File: config.mk
export PLATFORM = sky130hd
export DESIGN_NAME = pinirq_port
export DESIGN_NICKNAME = d
export VERILOG_FILES = /design/src/rtl/pinirq_pkg.sv /design/src/rtl/pinirq_sync.sv /design/src/rtl/pinirq_filter.sv /design/src/rtl/pinirq_regs.sv /design/src/rtl/pinirq_port.sv
export SDC_FILE = /design/constraint.sdc
export NUM_CORES = 1
export LEC_CHECK = 0
export BUFFER_PORTS_ARGS = -buffer_cell sky130_fd_sc_hd__buf_2
export CAP_MARGIN = 5
export CORE_UTILIZATION = 30
export CTS_BUF_LIST = sky130_fd_sc_hd__clkbuf_16
export DETAILED_ROUTE_END_ITERATION = 7
export PLACE_DENSITY = 0.47
export SLEW_MARGIN = 20
export SYNTH_ARGS = -nofsm -noshare
export SYNTH_HDL_FRONTEND = slang
export SYNTH_SLANG_ARGS = --single-unit
File: constraint.sdc
create_clock -name clk -period 1.7 [get_ports clk]
set_input_delay 0.255 -clock clk [delete_from_list [all_inputs] [get_ports clk]]
set_output_delay 0.255 -clock clk [all_outputs]
set_load 0.01 [all_outputs]
File: src/rtl/pinirq_pkg.sv
package pinirq_pkg;
  localparam int ADDR_W = 2;

  typedef enum logic [ADDR_W-1:0] {
    REG_ENABLE = 2'd0,
    REG_EDGE   = 2'd1,
    REG_FLAGS  = 2'd2,
    REG_NONE   = 2'd3
  } reg_sel_e;
endpackage

File: src/rtl/pinirq_sync.sv
module pinirq_sync #(
  parameter int WIDTH  = 8,
  parameter int STAGES = 2
) (
  input  logic             clk,
  input  logic             rst,
  input  logic [WIDTH-1:0] async_i,
  output logic [WIDTH-1:0] sync_o
);
  logic [WIDTH-1:0] stage_q [STAGES];

  generate
    for (genvar s = 0; s < STAGES; s++) begin : g_stage
      if (s == 0) begin : g_first
        always_ff @(posedge clk) begin
          if (rst) stage_q[0] <= '0;
          else     stage_q[0] <= async_i;
        end
      end else begin : g_next
        always_ff @(posedge clk) begin
          if (rst) stage_q[s] <= '0;
          else     stage_q[s] <= stage_q[s-1];
        end
      end
    end
  endgenerate

  assign sync_o = stage_q[STAGES-1];
endmodule

File: src/rtl/pinirq_filter.sv
module pinirq_filter #(
  parameter int QUAL_CLKS = 4
) (
  input  logic clk,
  input  logic rst,
  input  logic level_i,
  input  logic rise_sel_i,
  output logic hit_o
);
  localparam int CNT_W = $clog2(QUAL_CLKS + 1);
  localparam logic [CNT_W-1:0] LAST = CNT_W'(QUAL_CLKS - 1);
  localparam logic [CNT_W-1:0] FULL = CNT_W'(QUAL_CLKS);

  logic             act;
  logic             sel_q;
  logic             sel_chg;
  logic             armed_q;
  logic [CNT_W-1:0] cnt_q;

  assign act     = (level_i == rise_sel_i);
  assign sel_chg = (rise_sel_i != sel_q);
  assign hit_o   = act && armed_q && !sel_chg && (cnt_q == LAST);

  always_ff @(posedge clk) begin
    if (rst) begin
      sel_q   <= 1'b0;
      armed_q <= 1'b0;
      cnt_q   <= '0;
    end else begin
      sel_q <= rise_sel_i;
      if (sel_chg) begin
        armed_q <= 1'b0;
        cnt_q   <= '0;
      end else if (!act) begin
        armed_q <= 1'b1;
        cnt_q   <= '0;
      end else if (armed_q) begin
        if (hit_o) begin
          armed_q <= 1'b0;
          cnt_q   <= '0;
        end else begin
          cnt_q <= cnt_q + 1'b1;
        end
      end else begin
        cnt_q <= '0;
      end
    end
  end

  // Independent run-length tracker used only by the checks below
  logic [CNT_W-1:0] run_q;
  always_ff @(posedge clk) begin
    if (rst || !act || sel_chg) run_q <= '0;
    else if (run_q != FULL)     run_q <= run_q + 1'b1;
  end

  AST_HIT_NEEDS_RUN: assert property (@(posedge clk) disable iff (rst)
    hit_o |-> (run_q >= LAST));
  AST_SINGLE_HIT: assert property (@(posedge clk) disable iff (rst)
    hit_o |=> !hit_o);
  AST_SEL_CHANGE_QUIET: assert property (@(posedge clk) disable iff (rst)
    $past(sel_chg) |-> !hit_o);
endmodule

File: src/rtl/pinirq_regs.sv
module pinirq_regs
  import pinirq_pkg::*;
#(
  parameter int NPINS = 8
) (
  input  logic              clk,
  input  logic              rst,
  input  logic              wr_en_i,
  input  logic [ADDR_W-1:0] wr_addr_i,
  input  logic [NPINS-1:0]  wr_data_i,
  input  logic [ADDR_W-1:0] rd_addr_i,
  input  logic [NPINS-1:0]  hit_i,
  output logic [NPINS-1:0]  en_o,
  output logic [NPINS-1:0]  rise_o,
  output logic [NPINS-1:0]  flag_o,
  output logic [NPINS-1:0]  rd_data_o
);
  logic [NPINS-1:0] en_q, rise_q, flag_q, clr;

  assign clr = (wr_en_i && wr_addr_i == REG_FLAGS) ? wr_data_i : '0;

  always_ff @(posedge clk) begin
    if (rst) begin
      en_q   <= '0;
      rise_q <= '0;
      flag_q <= '0;
    end else begin
      if (wr_en_i && wr_addr_i == REG_ENABLE) en_q   <= wr_data_i;
      if (wr_en_i && wr_addr_i == REG_EDGE)   rise_q <= wr_data_i;
      flag_q <= (flag_q & ~clr) | hit_i;
    end
  end

  always_ff @(posedge clk) begin
    if (rst) begin
      rd_data_o <= '0;
    end else begin
      case (rd_addr_i)
        REG_ENABLE: rd_data_o <= en_q;
        REG_EDGE:   rd_data_o <= rise_q;
        REG_FLAGS:  rd_data_o <= flag_q;
        default:    rd_data_o <= '0;
      endcase
    end
  end

  assign en_o   = en_q;
  assign rise_o = rise_q;
  assign flag_o = flag_q;

  AST_W1C_CLEARS: assert property (@(posedge clk) disable iff (rst)
    (($past(clr) & ~$past(hit_i)) & flag_q) == '0);
  AST_ZERO_WRITE_KEEPS: assert property (@(posedge clk) disable iff (rst)
    (($past(flag_q) & ~$past(clr)) & ~flag_q) == '0);
  AST_SET_WINS: assert property (@(posedge clk) disable iff (rst)
    ($past(hit_i) & ~flag_q) == '0);
endmodule

File: src/rtl/pinirq_port.sv
module pinirq_port
  import pinirq_pkg::*;
#(
  parameter int NPINS       = 8,
  parameter int SYNC_STAGES = 2,
  parameter int QUAL_CLKS   = 4
) (
  input  logic              clk,
  input  logic              rst,
  input  logic [NPINS-1:0]  pin_i,
  input  logic              sleep_i,
  input  logic              wr_en_i,
  input  logic [ADDR_W-1:0] wr_addr_i,
  input  logic [NPINS-1:0]  wr_data_i,
  input  logic [ADDR_W-1:0] rd_addr_i,
  output logic [NPINS-1:0]  rd_data_o,
  output logic              irq_o,
  output logic              wake_o
);
  logic [NPINS-1:0] pin_s, hit, en, rise, flag;
  logic             pending;

  pinirq_sync #(.WIDTH(NPINS), .STAGES(SYNC_STAGES)) u_sync (
    .clk(clk), .rst(rst), .async_i(pin_i), .sync_o(pin_s)
  );

  generate
    for (genvar p = 0; p < NPINS; p++) begin : g_pin
      pinirq_filter #(.QUAL_CLKS(QUAL_CLKS)) u_filt (
        .clk(clk), .rst(rst), .level_i(pin_s[p]),
        .rise_sel_i(rise[p]), .hit_o(hit[p])
      );
    end
  endgenerate

  pinirq_regs #(.NPINS(NPINS)) u_regs (
    .clk(clk), .rst(rst), .wr_en_i(wr_en_i), .wr_addr_i(wr_addr_i),
    .wr_data_i(wr_data_i), .rd_addr_i(rd_addr_i), .hit_i(hit),
    .en_o(en), .rise_o(rise), .flag_o(flag), .rd_data_o(rd_data_o)
  );

  assign pending = |(flag & en);

  always_ff @(posedge clk) begin
    if (rst) begin
      irq_o  <= 1'b0;
      wake_o <= 1'b0;
    end else begin
      irq_o  <= pending;
      wake_o <= pending && sleep_i;
    end
  end

  AST_IRQ_GATED: assert property (@(posedge clk) disable iff (rst)
    irq_o |-> $past(|(flag & en)));
  AST_WAKE_ONLY_ASLEEP: assert property (@(posedge clk) disable iff (rst)
    wake_o |-> ($past(sleep_i) && irq_o));
endmodule

==> results of run 1 <==
[layout make-up]
type,instances,share of cell area
clock buffer,9,0.05515
clock inverter,6,0.006740
inverter,27,0.02482
multi-input combinational,227,0.3722
sequential,90,0.4412
tap,140,0.04289
timing repair buffer,42,0.05699
[stage by stage]
step	total power (W)	setup slack [ns]	instance area, um^2
6_report	0.004150	0.3478	4084
5_1_grt	0.004346	0.2208	4084
4_1_cts	0.004223	0.3385	4084
3_5_place_dp	0.002488	0.3570	3831
3_3_place_gp	0.002483	0.3818	3831
2_1_floorplan	0.002395	0.4326	3482
[report_power, final]
group          switching [W]  total, W  internal [W]
Combinational       0.000131  0.000239      0.000108
Sequential         0.0000355   0.00220       0.00216
Clock               0.000755   0.00171      0.000957
[cells by family (layout without fill, tap and decap cells)]
kind of cell | after synthesis | count (layout) | synth area share
compound gates | 60 | 60 | 0.1179
fa+ha+maj | 16 | 16 | 0.05749
buf+inv | 41 | 84 | 0.04743
flops | 90 | 90 | 0.5174
mux | 24 | 24 | 0.06899
simple gates | 127 | 127 | 0.1908
[layer usage]
metal,share of wire,vias up
li1,-,1300
met1,0.51,1101
met2,0.43,33
met3,0.033,11
met4,0.019,0
met5,0,-
[path summary, 6_finish.rpt]
check / startpoint / to / slack (ns) / cells past startpoint
worst max-delay path: u_regs.rise_o[0] / g_pin[0].u_filt.cnt_q[0] / 0.35 / 3
worst min-delay path: pin_i[7] / u_sync.stage_q[0][7] / 0.12 / 2
worst min register to register: g_pin[0].u_filt.cnt_q[0] / g_pin[0].u_filt.cnt_q[0] / 0.42 / 1
worst max register to register: u_regs.rise_o[0] / g_pin[0].u_filt.cnt_q[0] / 0.35 / 3
[registers in the layout, summed over array words and instances, names as in the netlist]
signal                count
g_pin.u_filt.cnt_q       24
u_regs.rise_o             8
u_regs.flag_o             8
g_pin.u_filt.armed_q      8
u_regs.rd_data_o          8
wake_o                    1
g_pin.u_filt.sel_q        8
u_regs.en_o               8
irq_o                     1
u_sync.stage_q           16
[cells in the final DEF, fill, tap and decap left out, types with 3 or more instances in the layout]
master	count
and3_1	4
o31ai_1	3
ha_1	16
inv_1	28
o211ai_1	9
o21ai_0	9
nor3_1	5
clkbuf_16	9
nand2_1	7
a22oi_1	4
nor4_1	8
nor2b_1	32
a21oi_1	15
buf_2	33
dfxtp_1	90
mux2i_1	24
nand2b_1	5
buf_4	9
a211o_1	4
nor2_1	51
a2bb2oi_1	8
==> results.json, run 1 <==
{
  "status": "finished clean",
  "end_kind": "flip-flop",
  "routabilityCongestion": 0.7077,
  "grt_remaining_overflow": 0,
  "synth_nets": 398,
  "wl_um": 6694,
  "yosysTopAreaCell": "dfxtp_1",
  "worst_hold_path_type": "in2reg",
  "yosys.area.top_type_share": 0.5174,
  "worstPathArrival_ns": 1.63,
  "synth_flop_cell": "dfxtp_1",
  "cts-root-buf": "clkbuf_16",
  "die_area_mm2": 0.01204,
  "dr.pass1.iters": 4,
  "nFillCells": 1135,
  "worst_pin_slew_ns": 0.4558,
  "synthMostInstantiatedCell": "dfxtp_1",
  "register_area_mm2": 0.001802,
  "use_met2": 0.2017,
  "track_usage": 0.1308,
  "layoutNonFillerInstCount": 541,
  "postRouteAntennaNets": 0,
  "p_leak_nw": 1.696,
  "period_minus_slack_ns": 1.352,
  "area_delta_synth_final_pct": 17.28,
  "p_per_area_mw_per_mm2": 1016,
  "met3_usage": 0.03497,
  "setup-tns-final_ns": 0,
  "crit_path_max_fanout": 7,
  "rsz0062_at_grt": "no",
  "dieHeight_um": 109.7,
  "drtIter0Drc": 64,
  "cts_hold_buffers": 0,
  "crit_path_top_delay_cell": "a2111o_1",
  "ys_types": 38,
  "h-tree-depth": 3,
  "vias_per_cell": 4.519,
  "fmax_mhz": 739.5,
  "slew-limit-headroom": 0.6961,
  "fin_util": 0.3686,
  "netlist_area_mm2": 0.003482,
  "dp.cells": 526,
  "clock_latency_ns": 0.34,
  "ctsResizeCount": 0,
  "grt_pass1_wl_um": 11780,
  "antenna_found_initial": 0,
  "grt.busiest_layer": "met2",
  "worstPathCellList": "or3_1 > a2111o_1 > nor2_1",
  "multi_input_area_mm2": 0.001520,
  "ys.warnings.count": 0,
  "drc": 0,
  "coreArea_mm2": 0.01108,
  "hold-worst-slack_ns": 0.1243,
  "num_vias": 2445,
  "worstSetupPathType": "reg2reg",
  "clock_skew_ns": 0.005447,
  "synth_common_cells": "dfxtp_1 (90), nor2_1 (51), nor2b_1 (32)",
  "ir_worst_vdd_mv": 0.5599,
  "crit_buf_inv": 0,
  "syn_inst": 358,
  "clockBufferDepth": 2,
  "drv_cap": 0,
  "setup_violations": 0,
  "avgSynthCellArea_um2": 9.727,
  "io_buffers": 33,
  "die_x_um": 109.7,
  "cts_setup_buffers": 0,
  "wire_per_inst_um": 12.37,
  "finalCritPeriodShare": 0.7954,
  "worst_setup_path_start_kind": "flip-flop",
  "nets": 437,
  "first_global_vias": 2492,
  "antennaDiodeCount": 0,
  "synth.area.top_cells": "dfxtp_1 (52%), mux2i_1 (6.9%), ha_1 (5.7%)",
  "async_flop_share": 0,
  "drive_gt1_frac": 0.1397,
  "critPathMaxStageDelay_ns": 0.44,
  "cts_buffers": 9,
  "ys_seq_elements": 90,
  "path_clk_slew_ns": 0.06,
  "hpwl_um": 4752,
  "yosysSeqAreaShare": 0.5174,
  "clock-sinks": 90,
  "drv_slew": 0,
  "grt_max_degree": 25,
  "synth_edf_count": 0,
  "worst_ep_required_time_ns": 1.97,
  "cts_tree": "done",
  "cp_top_family": "simple AND/OR/NAND/NOR gates",
  "initial_core_util": 0.3143,
  "fp-row-count": 38,
  "hold_viol_final": 0,
  "pin_count": 34,
  "use_met1": 0.1689
}
No activity file was read; power rests on OpenSTA's default activity.
==> inputs of run 2 (changes only) <==
--- a/config.mk
+++ b/config.mk
@@ -10,7 +10,7 @@
 export CORE_UTILIZATION = 30
 export CTS_BUF_LIST = sky130_fd_sc_hd__clkbuf_16
 export DETAILED_ROUTE_END_ITERATION = 7
-export PLACE_DENSITY = 0.47
+export PLACE_DENSITY = 0.49
 export SLEW_MARGIN = 20
 export SYNTH_ARGS = -nofsm -noshare
 export SYNTH_HDL_FRONTEND = slang
==> constraint.sdc (replaced) <==
create_clock -name clk -period 1.2 [get_ports clk]
set_input_delay 0.18 -clock clk [delete_from_list [all_inputs] [get_ports clk]]
set_output_delay 0.18 -clock clk [all_outputs]
set_load 0.01 [all_outputs]
==> run 2 against run 1 <==
Net effect:
- the run now ends with negative setup slack left
- register-to-register slack worse by 0.39 ns
- utilization rose by 2.9 points
- setup slack got worse by 0.39 ns
- maximum frequency is 8.7% higher
- cell area up 7.9%
- combinational power increased by 64%
- via count grew 4.3%
- critical endpoint unchanged
==> results.json, run 2 (synthesized netlist as in run 1, its figures left out) <==
{
  "end_kind": "flip-flop",
  "worst_hold_path_type": "in2reg",
  "cp_top_family": "simple AND/OR/NAND/NOR gates",
  "setup-tns-final_ns": -0.06928,
  "grt_pass1_wl_um": 11560,
  "initial_core_util": 0.3143,
  "hold-worst-slack_ns": 0.05330,
  "num_vias": 2551,
  "die_x_um": 109.7,
  "track_usage": 0.1281,
  "timing.rr.start": "g_pin[0].u_filt.sel_q",
  "wire_per_inst_um": 12.69,
  "worstPathArrival_ns": 1.51,
  "worst_slack_ns": -0.04439,
  "cts_buffers": 9,
  "antenna_found_initial": 0,
  "first_global_vias": 2411,
  "slew-limit-headroom": 0.5793,
  "area_delta_synth_final_pct": 26.55,
  "coreArea_mm2": 0.01108,
  "worst_pin_slew_ns": 0.6297,
  "largest_register": "g_pin.u_filt.cnt_q",
  "layout_common_cells": "dfxtp_1 (85), nor2_1 (51), buf_2 (33)",
  "dieHeight_um": 109.7,
  "drv_cap": 0,
  "status": "finished with violations",
  "hold_viol_final": 0,
  "p_per_area_mw_per_mm2": 1410,
  "period_minus_slack_ns": 1.244,
  "p_leak_nw": 1.770,
  "vias_per_cell": 4.638,
  "worst_ep_required_time_ns": 1.46,
  "drtIter0Drc": 90,
  "io_buffers": 33,
  "crit_path_top_delay_cell": "or3_4",
  "clock_latency_ns": 0.33,
  "clock_skew_ns": 0.006827,
  "wl_um": 6978,
  "violations": "negative setup slack",
  "drc": 0,
  "pin_count": 34,
  "setup_violations": 2,
  "path_clk_slew_ns": 0.06,
  "clock-sinks": 90,
  "drv_slew": 0,
  "finalCritPeriodShare": 1.037,
  "drive_gt1_frac": 0.2317,
  "critPathMaxStageDelay_ns": 0.38,
  "h-tree-depth": 3,
  "cts_hold_buffers": 0,
  "worst_setup_path_start_kind": "flip-flop",
  "power_w": 0.006214,
  "pre_cts_slack_ns": -0.07569,
  "grt_remaining_overflow": 0,
  "nets": 445,
  "ir_worst_vdd_mv": 0.6937,
  "crit_path_max_fanout": 2,
  "hpwl_um": 4929,
  "antennaDiodeCount": 0,
  "cts-root-buf": "clkbuf_16",
  "dr.pass1.iters": 4,
  "postRouteAntennaNets": 0,
  "cts_tree": "done",
  "largest_register_ff_count": 24,
  "die_area_mm2": 0.01204,
  "fmax_mhz": 803.6,
  "reg_top3": "g_pin.u_filt.cnt_q (24), u_sync.stage_q (16)",
  "layout_commonest_cell": "dfxtp_1",
  "crit_start": "g_pin[0].u_filt.sel_q",
  "crit_buf_inv": 0,
  "worstPathCellList": "or3_4 > a2111o_1 > nor2_1",
  "fp-row-count": 38,
  "routabilityCongestion": 0.7149,
  "rsz0062_at_grt": "yes",
  "grt_max_degree": 19,
  "hold_path_startpoint": "pin_i[1]",
  "clockBufferDepth": 2,
  "worstSetupPathType": "reg2reg"
}
==> run 2: changes by cell type in the layout (fill, tap and decap cells not counted), sizes merged <==
cell / change
clkinv: +3
buf: +8
inv: -2
clkinvlp: -1
bufinv: +1
==> run 2: path summary, 6_finish.rpt <==
| check | to | slack [ns] | cells past startpoint |
|---|---|---|---|
| setup reg to reg | g_pin[0].u_filt.cnt_q[0] | -0.04 | 3 |
| hold reg to reg | g_pin[3].u_filt.cnt_q[0] | 0.43 | 1 |
| hold / removal | u_sync.stage_q[0][1] | 0.05 | 2 |
| setup / recovery | g_pin[0].u_filt.cnt_q[0] | -0.04 | 3 |
==> run 2: what timing repair did <==
action,4_1_cts,5_1_grt
gates resized for setup,9,36
endpoints found under the setup margin,15,26
pin swaps,4,12
endpoints found under the hold margin,0,0
setup buffers,0,0
==> run 2: worst register-to-register path, cell delays in order (launching register included) <==
cell and delay (ns):
dfxtp_1 0.31, or3_4 0.38, a2111o_1 0.38, nor2_1 0.10
==> run 2: layout make-up <==
| class | instances | area (um^2) |
|---|---|---|
| repair buffers | 50 | 342.8 |
| clock buffers | 9 | 225.2 |
| clock inverters | 7 | 60.06 |
| multi-input cells | 227 | 1694 |
| fillers | 1129 | 6671 |
| flip-flops and latches | 90 | 1808 |
| inverters | 27 | 101.3 |
| well taps | 140 | 175.2 |
==> run 2: metrics by stage <==
stage | instances | area [um^2] | util
after CTS | 550 | 4250 | 0.3837
after detailed placement | 534 | 3941 | 0.3558
final | 550 | 4407 | 0.3978
after floorplan | 358 | 3482 | -
after global placement | 534 | 3941 | 0.3558
after global routing | 550 | 4407 | 0.3978
==> run 2: metal layers <==
layer | track usage | up-vias | share of wire | wire length [um]
met5 | 0 | - | 0 | 0
met4 | 0.05714 | 0 | 0.018 | 125
met3 | 0.03794 | 8 | 0.040 | 276
met2 | 0.1909 | 35 | 0.45 | 3118
met1 | 0.1703 | 1187 | 0.50 | 3458
li1 | - | 1321 | - | -
==> run 2: power by group <==
| group | switching [W] | internal (W) | total (W) |
|---|---|---|---|
| combinational | 0.000195 | 0.000198 | 0.000393 |
| clock | 0.00112 | 0.00159 | 0.00270 |
| sequential | 0.0000523 | 0.00307 | 0.00312 |
